$ cat config.mk
export PLATFORM = sky130hd
export DESIGN_NAME = rds_blk_buffer
export DESIGN_NICKNAME = d
export VERILOG_FILES = /design/src/rtl/rbuf_pkg.sv /design/src/rtl/blk_store.sv /design/src/rtl/rd_seq.sv /design/src/rtl/req_fsm.sv /design/src/rtl/rds_blk_buffer.sv
export SDC_FILE = /design/constraint.sdc
export NUM_CORES = 1
export LEC_CHECK = 0
export BUFFER_PORTS_ARGS = -buffer_cell sky130_fd_sc_hd__buf_2
export CORE_MARGIN = 2
export CORE_UTILIZATION = 60
export CTS_CLUSTER_SIZE = 12
export DETAILED_ROUTE_END_ITERATION = 12
export GPL_TIMING_DRIVEN = 0
export PLACE_DENSITY = 0.86
export SETUP_SLACK_MARGIN = 0.05
export SLEW_MARGIN = 10
export SYNTH_ARGS = -nofsm -noshare
export SYNTH_HDL_FRONTEND = slang
export SYNTH_HIERARCHICAL = 1
export SYNTH_SLANG_ARGS = --single-unit
$ cat constraint.sdc
create_clock -name clk -period 8.85 [get_ports clk]
set_input_delay 1.77 -clock clk [delete_from_list [all_inputs] [get_ports clk]]
set_output_delay 1.77 -clock clk [all_outputs]
set_load 0.05 [all_outputs]
$ cat src/rtl/rbuf_pkg.sv
package rbuf_pkg;

    // Stored part of an entry; field order matches rd_word[23:0]
    typedef struct packed {
        logic [2:0]  ofs;
        logic        syn;
        logic        ari;
        logic [2:0]  err;
        logic [15:0] data;
    } entry_t;

    localparam int ENTRY_W = $bits(entry_t);
    localparam int WORD_W  = ENTRY_W + 3;

    typedef enum logic [2:0] {
        RQ_WAIT_SYNC,
        RQ_IDLE,
        RQ_ASK,
        RQ_READ,
        RQ_GAP
    } rq_state_t;

    function automatic int thr_blocks(input logic [1:0] sel);
        case (sel)
            2'b00:   return 1;
            2'b01:   return 4;
            2'b10:   return 8;
            default: return 12;
        endcase
    endfunction

endpackage

$ cat src/rtl/blk_store.sv
module blk_store
    import rbuf_pkg::*;
#(
    parameter int DEPTH     = 24,
    parameter int STG_DEPTH = 4,
    localparam int PW = $clog2(DEPTH),
    localparam int CW = $clog2(DEPTH + 1),
    localparam int SW = $clog2(STG_DEPTH + 1)
) (
    input  logic          clk,
    input  logic          rst_n,
    input  logic          flush,
    input  logic          push,
    input  logic          stage,
    input  logic          commit,
    input  logic          pop,
    input  entry_t        wr_entry,
    output entry_t        head,
    output logic [CW-1:0] count
);

    entry_t        mem [DEPTH];
    logic [PW-1:0] rptr, wptr;
    logic [SW-1:0] pend;
    logic          pop_ok, full, drop_stage, drop_full;

    function automatic logic [PW-1:0] step(input logic [PW-1:0] p);
        return (p == PW'(DEPTH - 1)) ? '0 : p + 1'b1;
    endfunction

    assign pop_ok     = pop && (count != '0);
    assign full       = (count == CW'(DEPTH));
    assign drop_stage = stage && !commit && (pend == SW'(STG_DEPTH));
    assign drop_full  = push && full && !pop_ok;
    assign head       = mem[rptr];

    always_ff @(posedge clk) begin
        if (!flush && (push || stage))
            mem[wptr] <= wr_entry;
    end

    always_ff @(posedge clk or negedge rst_n) begin
        if (!rst_n) begin
            rptr  <= '0;
            wptr  <= '0;
            pend  <= '0;
            count <= '0;
        end else if (flush) begin
            rptr  <= '0;
            wptr  <= '0;
            pend  <= '0;
            count <= '0;
        end else begin
            if (push || stage)
                wptr <= step(wptr);
            if (pop_ok || drop_stage || drop_full)
                rptr <= step(rptr);
            if (commit) begin
                count <= CW'(pend) + CW'(stage);
                pend  <= '0;
            end else begin
                if (stage && !drop_stage)
                    pend <= pend + 1'b1;
                count <= count + CW'(push && !drop_full) - CW'(pop_ok);
            end
        end
    end


    cnt_max_chk: assert property (@(posedge clk) disable iff (!rst_n)
        count <= CW'(DEPTH));


    full_keep_chk: assert property (@(posedge clk) disable iff (!rst_n)
        (full && push && !flush) |=> (count == CW'(DEPTH)));


    flush_clr_chk: assert property (@(posedge clk) disable iff (!rst_n)
        flush |=> (count == '0));

endmodule

$ cat src/rtl/rd_seq.sv
module rd_seq #(
    parameter int W = 27,
    localparam int BW = $clog2(W + 1)
) (
    input  logic clk,
    input  logic rst_n,
    input  logic rd_en,
    input  logic rd_bit,
    output logic pop
);

    logic [BW-1:0] bitcnt;
    logic          at_last;

    assign at_last = (bitcnt == BW'(W - 1));
    // full word shifted, or readout ended with only the final bit outstanding
    assign pop = at_last && (rd_en ? rd_bit : 1'b1);

    always_ff @(posedge clk or negedge rst_n) begin
        if (!rst_n)
            bitcnt <= '0;
        else if (!rd_en)
            bitcnt <= '0;
        else if (rd_bit)
            bitcnt <= at_last ? '0 : bitcnt + 1'b1;
    end

endmodule

$ cat src/rtl/req_fsm.sv
module req_fsm
    import rbuf_pkg::*;
#(
    parameter int GAP_CYCLES = 64,
    parameter int CW         = 5,
    localparam int GW = $clog2(GAP_CYCLES + 1)
) (
    input  logic          clk,
    input  logic          rst_n,
    input  logic          sync_rst,
    input  logic          in_sync,
    input  logic          rd_en,
    input  logic [CW-1:0] count,
    input  logic [1:0]    thr,
    output logic          req_n,
    output logic          waiting
);

    rq_state_t     st, nxt;
    logic [GW-1:0] gap_cnt;

    always_ff @(posedge clk or negedge rst_n) begin
        if (!rst_n) begin
            st      <= RQ_WAIT_SYNC;
            gap_cnt <= '0;
        end else begin
            st      <= nxt;
            gap_cnt <= (st == RQ_GAP) ? gap_cnt + 1'b1 : '0;
        end
    end

    always_comb begin
        nxt = st;
        unique case (st)
            RQ_WAIT_SYNC: if (in_sync) nxt = RQ_IDLE;
            RQ_IDLE: begin
                if (rd_en)                                nxt = RQ_READ;
                else if (int'(count) >= thr_blocks(thr))  nxt = RQ_ASK;
            end
            RQ_ASK: begin
                if (rd_en)               nxt = RQ_READ;
                else if (count == '0)    nxt = RQ_IDLE;
            end
            RQ_READ: if (!rd_en) nxt = RQ_GAP;
            RQ_GAP: begin
                if (rd_en)
                    nxt = RQ_READ;
                else if (gap_cnt == GW'(GAP_CYCLES - 1))
                    nxt = (count != '0) ? RQ_ASK : RQ_IDLE;
            end
            default: nxt = RQ_WAIT_SYNC;
        endcase
        if (sync_rst)
            nxt = RQ_WAIT_SYNC;
    end

    always_comb begin
        req_n   = (st != RQ_ASK);
        waiting = (st == RQ_WAIT_SYNC);
    end


    read_quiet_chk: assert property (@(posedge clk) disable iff (!rst_n)
        rd_en |=> req_n);


    rst_quiet_chk: assert property (@(posedge clk) disable iff (!rst_n)
        sync_rst |=> req_n);

endmodule

$ cat src/rtl/rds_blk_buffer.sv
module rds_blk_buffer
    import rbuf_pkg::*;
#(
    parameter int DEPTH      = 24,
    parameter int STG_DEPTH  = 4,
    parameter int GAP_CYCLES = 64,
    localparam int CW = $clog2(DEPTH + 1)
) (
    input  logic              clk,
    input  logic              rst_n,
    input  logic              blk_valid,
    input  logic [15:0]       blk_data,
    input  logic [2:0]        blk_ofs,
    input  logic [2:0]        blk_err,
    input  logic              blk_ari,
    input  logic              in_sync,
    input  logic              sync_rst,
    input  logic              wr_unsync,
    input  logic [1:0]        req_thr,
    input  logic              rd_en,
    input  logic              rd_bit,
    output logic [WORD_W-1:0] rd_word,
    output logic              req_n
);

    entry_t        wr_entry, head;
    logic [CW-1:0] count;
    logic          waiting, push, stage, commit, pop;
    logic [1:0]    fill_code;

    assign wr_entry = '{ofs: blk_ofs, syn: in_sync, ari: blk_ari,
                        err: blk_err, data: blk_data};
    assign stage  = blk_valid && !sync_rst && waiting;
    assign push   = blk_valid && !sync_rst && !waiting && (in_sync || wr_unsync);
    assign commit = waiting && in_sync && !sync_rst;

    blk_store #(.DEPTH(DEPTH), .STG_DEPTH(STG_DEPTH)) u_store (
        .clk(clk), .rst_n(rst_n), .flush(sync_rst), .push(push),
        .stage(stage), .commit(commit), .pop(pop), .wr_entry(wr_entry),
        .head(head), .count(count)
    );

    rd_seq #(.W(WORD_W)) u_rd (
        .clk(clk), .rst_n(rst_n), .rd_en(rd_en), .rd_bit(rd_bit), .pop(pop)
    );

    req_fsm #(.GAP_CYCLES(GAP_CYCLES), .CW(CW)) u_fsm (
        .clk(clk), .rst_n(rst_n), .sync_rst(sync_rst), .in_sync(in_sync),
        .rd_en(rd_en), .count(count), .thr(req_thr), .req_n(req_n),
        .waiting(waiting)
    );

    always_comb begin
        if (count >= CW'(DEPTH))    fill_code = 2'b11;
        else if (count >= CW'(16))  fill_code = 2'b10;
        else if (count >= CW'(8))   fill_code = 2'b01;
        else                        fill_code = 2'b00;
    end

    assign rd_word = (count == '0) ? '0 : {count > CW'(1), fill_code, head};


    boot_quiet_chk: assert property (@(posedge clk) disable iff (!rst_n)
        (sync_rst || !in_sync && waiting) |=> req_n);

endmodule

==> results.json <==
{
  "clock_path_buffers": 3,
  "outcome": "finished clean",
  "avgSynthCellArea_sq_um": 19.0,
  "place.gp.congestion": 0.834,
  "synthDistinctLibCells": 66,
  "period_needed_ps": 5430,
  "synth-edff-count": 576,
  "area_growth_pct": 12.0,
  "cts-resized-gates": 0,
  "clk_pin_slew_ps": 60,
  "placed_cells": 1906,
  "antenna_found_initial": 0,
  "timing.rr.start": "u_fsm/st[0]$_DFFE_PN0P_",
  "multiInputGateArea_sq_um": 6410,
  "startpoint_type": "flop",
  "final_max_slew_viol_count": 0,
  "netlist_area_sq_um": 24900,
  "worst_hold_startpoint": "u_fsm/gap_cnt[0]$_DFF_PN0_",
  "start_util_pct": 60.9,
  "dr.pass1.iters": 5,
  "cp-startpoint": "u_store/rptr[2]$_DFFE_PN0P_",
  "worstHoldPathType": "flop to flop",
  "cts_tree": "done",
  "ys_ff_latch": 609,
  "clockPowerShare_pct": 36.5,
  "cts_setup_buffers": 0,
  "p_sw_share_pct": 25.4,
  "nets": 1490,
  "die_area_sq_um": 43100,
  "finClkSkew_ps": 13.5,
  "rsz0062_at_grt": "no",
  "die-width_microns": 208,
  "grtUsageTotal_pct": 27.8,
  "grt_overflow": 0,
  "routed_wl_mm": 59.5,
  "synth_top_area_share_pct": 69.5,
  "p_int_w": 0.00465,
  "diodes": 0,
  "cp_data_required_time_ps": 7080,
  "ys_seq_area_share_pct": 72.9,
  "p_seq_share_pct": 51.8,
  "htree_levels": 2,
  "ff_latch_area_sq_um": 18100,
  "wire_per_inst_microns": 29.8,
  "max-slew-margin-rel_pct": 28.2,
  "critPathKind": "flop to primary output",
  "dp_hpwl_mm": 35.1,
  "async_flop_share_pct": 5.42,
  "viasPerCell": 6.86,
  "nFillCells": 2395,
  "hold_buffers": 0,
  "cp_max_fo": 10,
  "synthMostInstantiatedCell": "edfxtp_1",
  "grt_max_degree": 34,
  "grt_pass1_vias": 13800,
  "setup-tns-final_ps": 0,
  "synthTopCellsByArea": "edfxtp_1, mux4_1, mux2i_1",
  "clock_latency_ps": 630,
  "synth_common_cells": "edfxtp_1, mux2i_1, a22oi_1, mux4_1, nand3_1",
  "netlist_instances": 1309,
  "end_kind": "primary output",
  "tightest_slew_ps": 1070,
  "yosys_warnings": 6,
  "leakage_nw": 8.87,
  "instances_no_fill": 1996,
  "min_period_over_period_pct": 61.3,
  "place.port_buffers": 60,
  "core_sq_um": 40800,
  "cts_root_buffer": "clkbuf_16",
  "drtIter0Drc": 2047,
  "synth_nets": 1364,
  "max_freq_mhz": 184,
  "synth_flop_cell": "edfxtp_1",
  "pwr-share-comb_pct": 11.7,
  "grt_pass1_wl_mm": 87.4,
  "vias": 13700,
  "io_pins": 61,
  "die_y_microns": 208,
  "cts_sinks": 609,
  "drv_cap": 0,
  "hold_viol": 0,
  "peakVddDrop_v": 0.000258,
  "postRouteAntennaNets": 0,
  "arrival_ps": 3660,
  "drc_errors": 0,
  "num_rows": 74,
  "setup_viol": 0,
  "net-switching-power_w": 0.00158,
  "drive_above_1_share_pct": 17.8,
  "p_per_area_nw_per_um2": 224,
  "yosysTopAreaCell": "edfxtp_1",
  "cts_buffers": 59
}
## power by group through the flow
stage	sequential [W]	clock, W	combinational (W)
after floorplan	0.00328	0	0.000479
after CTS	0.00322	0.00229	0.000726
after global routing	0.00323	0.00241	0.000768
final	0.00323	0.00228	0.000730
after global placement	0.00328	0	0.000681
after detailed placement	0.00328	0	0.000715
## area by class of cell
cell class | instances | area share (%)
Inverter | 15 | 0.202
Sequential cell | 609 | 65.1
Clock buffer | 77 | 5.66
Timing Repair Buffer | 65 | 1.55
Buffer | 69 | 1.66
Multi-Input combinational cell | 616 | 23.0
Clock inverter | 13 | 0.436
Tap cell | 532 | 2.39
## kinds of logic after synthesis
| kind of cell | count (synthesis) | share of synthesized area, % |
|---|---|---|
| flip-flops | 609 | 72.9 |
| multiplexers | 225 | 15.1 |
| AND/OR/NAND/NOR | 219 | 4.39 |
| AO/OA/AOI/OAI | 139 | 4.04 |
| buffers and inverters | 84 | 2.09 |
| adder cells (fa/ha/maj) | 22 | 1.14 |
| XOR/XNOR | 11 | 0.387 |
## registers in the layout, indices dropped and copies added (netlist names)
| register | count |
|---|---|
| u_store/rptr | 5 |
| u_rd/bitcnt | 5 |
| u_store/pend | 3 |
| u_store/mem | 576 |
| u_store/wptr | 5 |
| u_fsm/gap_cnt | 7 |
| u_store/count | 5 |
| u_fsm/st | 3 |
## layout by cell type, fill, tap and decap left out, types with 2 or more instances in the layout
cell type and n:
o21ai_0 7, clkinv_2 3, a21boi_0 15, mux2i_1 103, a22oi_1 72, nand2b_1 9, o211ai_1 3, nand4_1 2
xnor2_1 6, mux4_2 25, buf_12 3, nor2_4 24, buf_1 2, clkbuf_16 60, nor2_1 30, nand4b_1 2
nand3b_1 2, a21boi_1 12, nor3b_1 2, edfxtp_1 576, xor2_1 5, mux2_2 25, buf_2 80, nand3_1 57
nor3_1 6, buf_6 15, clkbuf_1 39, or2_2 2, nand2_1 54, buf_16 4, nor2b_1 8, or3_1 6
mux4_1 71, inv_1 15, buf_4 6, dfrtp_1 33, clkinv_1 7, a21oi_1 14, ha_1 21, a31oi_1 3
## critical path, stage by stage (launching register included)
cell and delay, ps:
dfrtp_1 430, buf_2 220, nor2_1 650, clkbuf_1 550, a22oi_1 240, nand3_1 230
nand3_1 170, a21boi_0 230, buf_2 300
## per-layer routing
metal	vias up	wire length, microns	track usage [%]
met5	-	0	0
met4	0	2320	10.8
met3	150	5580	4.77
met2	954	30000	46.4
met1	7014	21600	37.0
li1	5576	-	-
## path summary, 6_finish.rpt
check / endpoint / slack (ps) / cells past startpoint
max: rd_word[16] / 3420 / 8
min: u_fsm/gap_cnt[0]$_DFF_PN0_ / 470 / 1
max reg2reg: u_store/mem[4][3]$_DFFE_PP_ / 5030 / 7
min reg2reg: u_fsm/gap_cnt[0]$_DFF_PN0_ / 470 / 1
max in group asynchronous: u_store/wptr[3]$_DFFE_PN0P_ / 7140 / 1
min in group asynchronous: u_fsm/st[2]$_DFFE_PN0P_ / 1210 / 1
## metrics by stage
step | hold WS, ps | cell area [sq um] | utilization, % | power (W) | setup slack, ps
2_1_floorplan | 432 | 24900 | - | 0.00376 | 4500
3_3_place_gp | 445 | 25800 | 63.3 | 0.00396 | 2510
3_5_place_dp | 453 | 26100 | 64.0 | 0.00400 | 3410
4_1_cts | 471 | 27800 | 68.2 | 0.00624 | 3550
5_1_grt | 488 | 27800 | 68.2 | 0.00641 | 3430
6_report | 469 | 27800 | 68.2 | 0.00623 | 3420
Power figures use the tool's default switching activity.
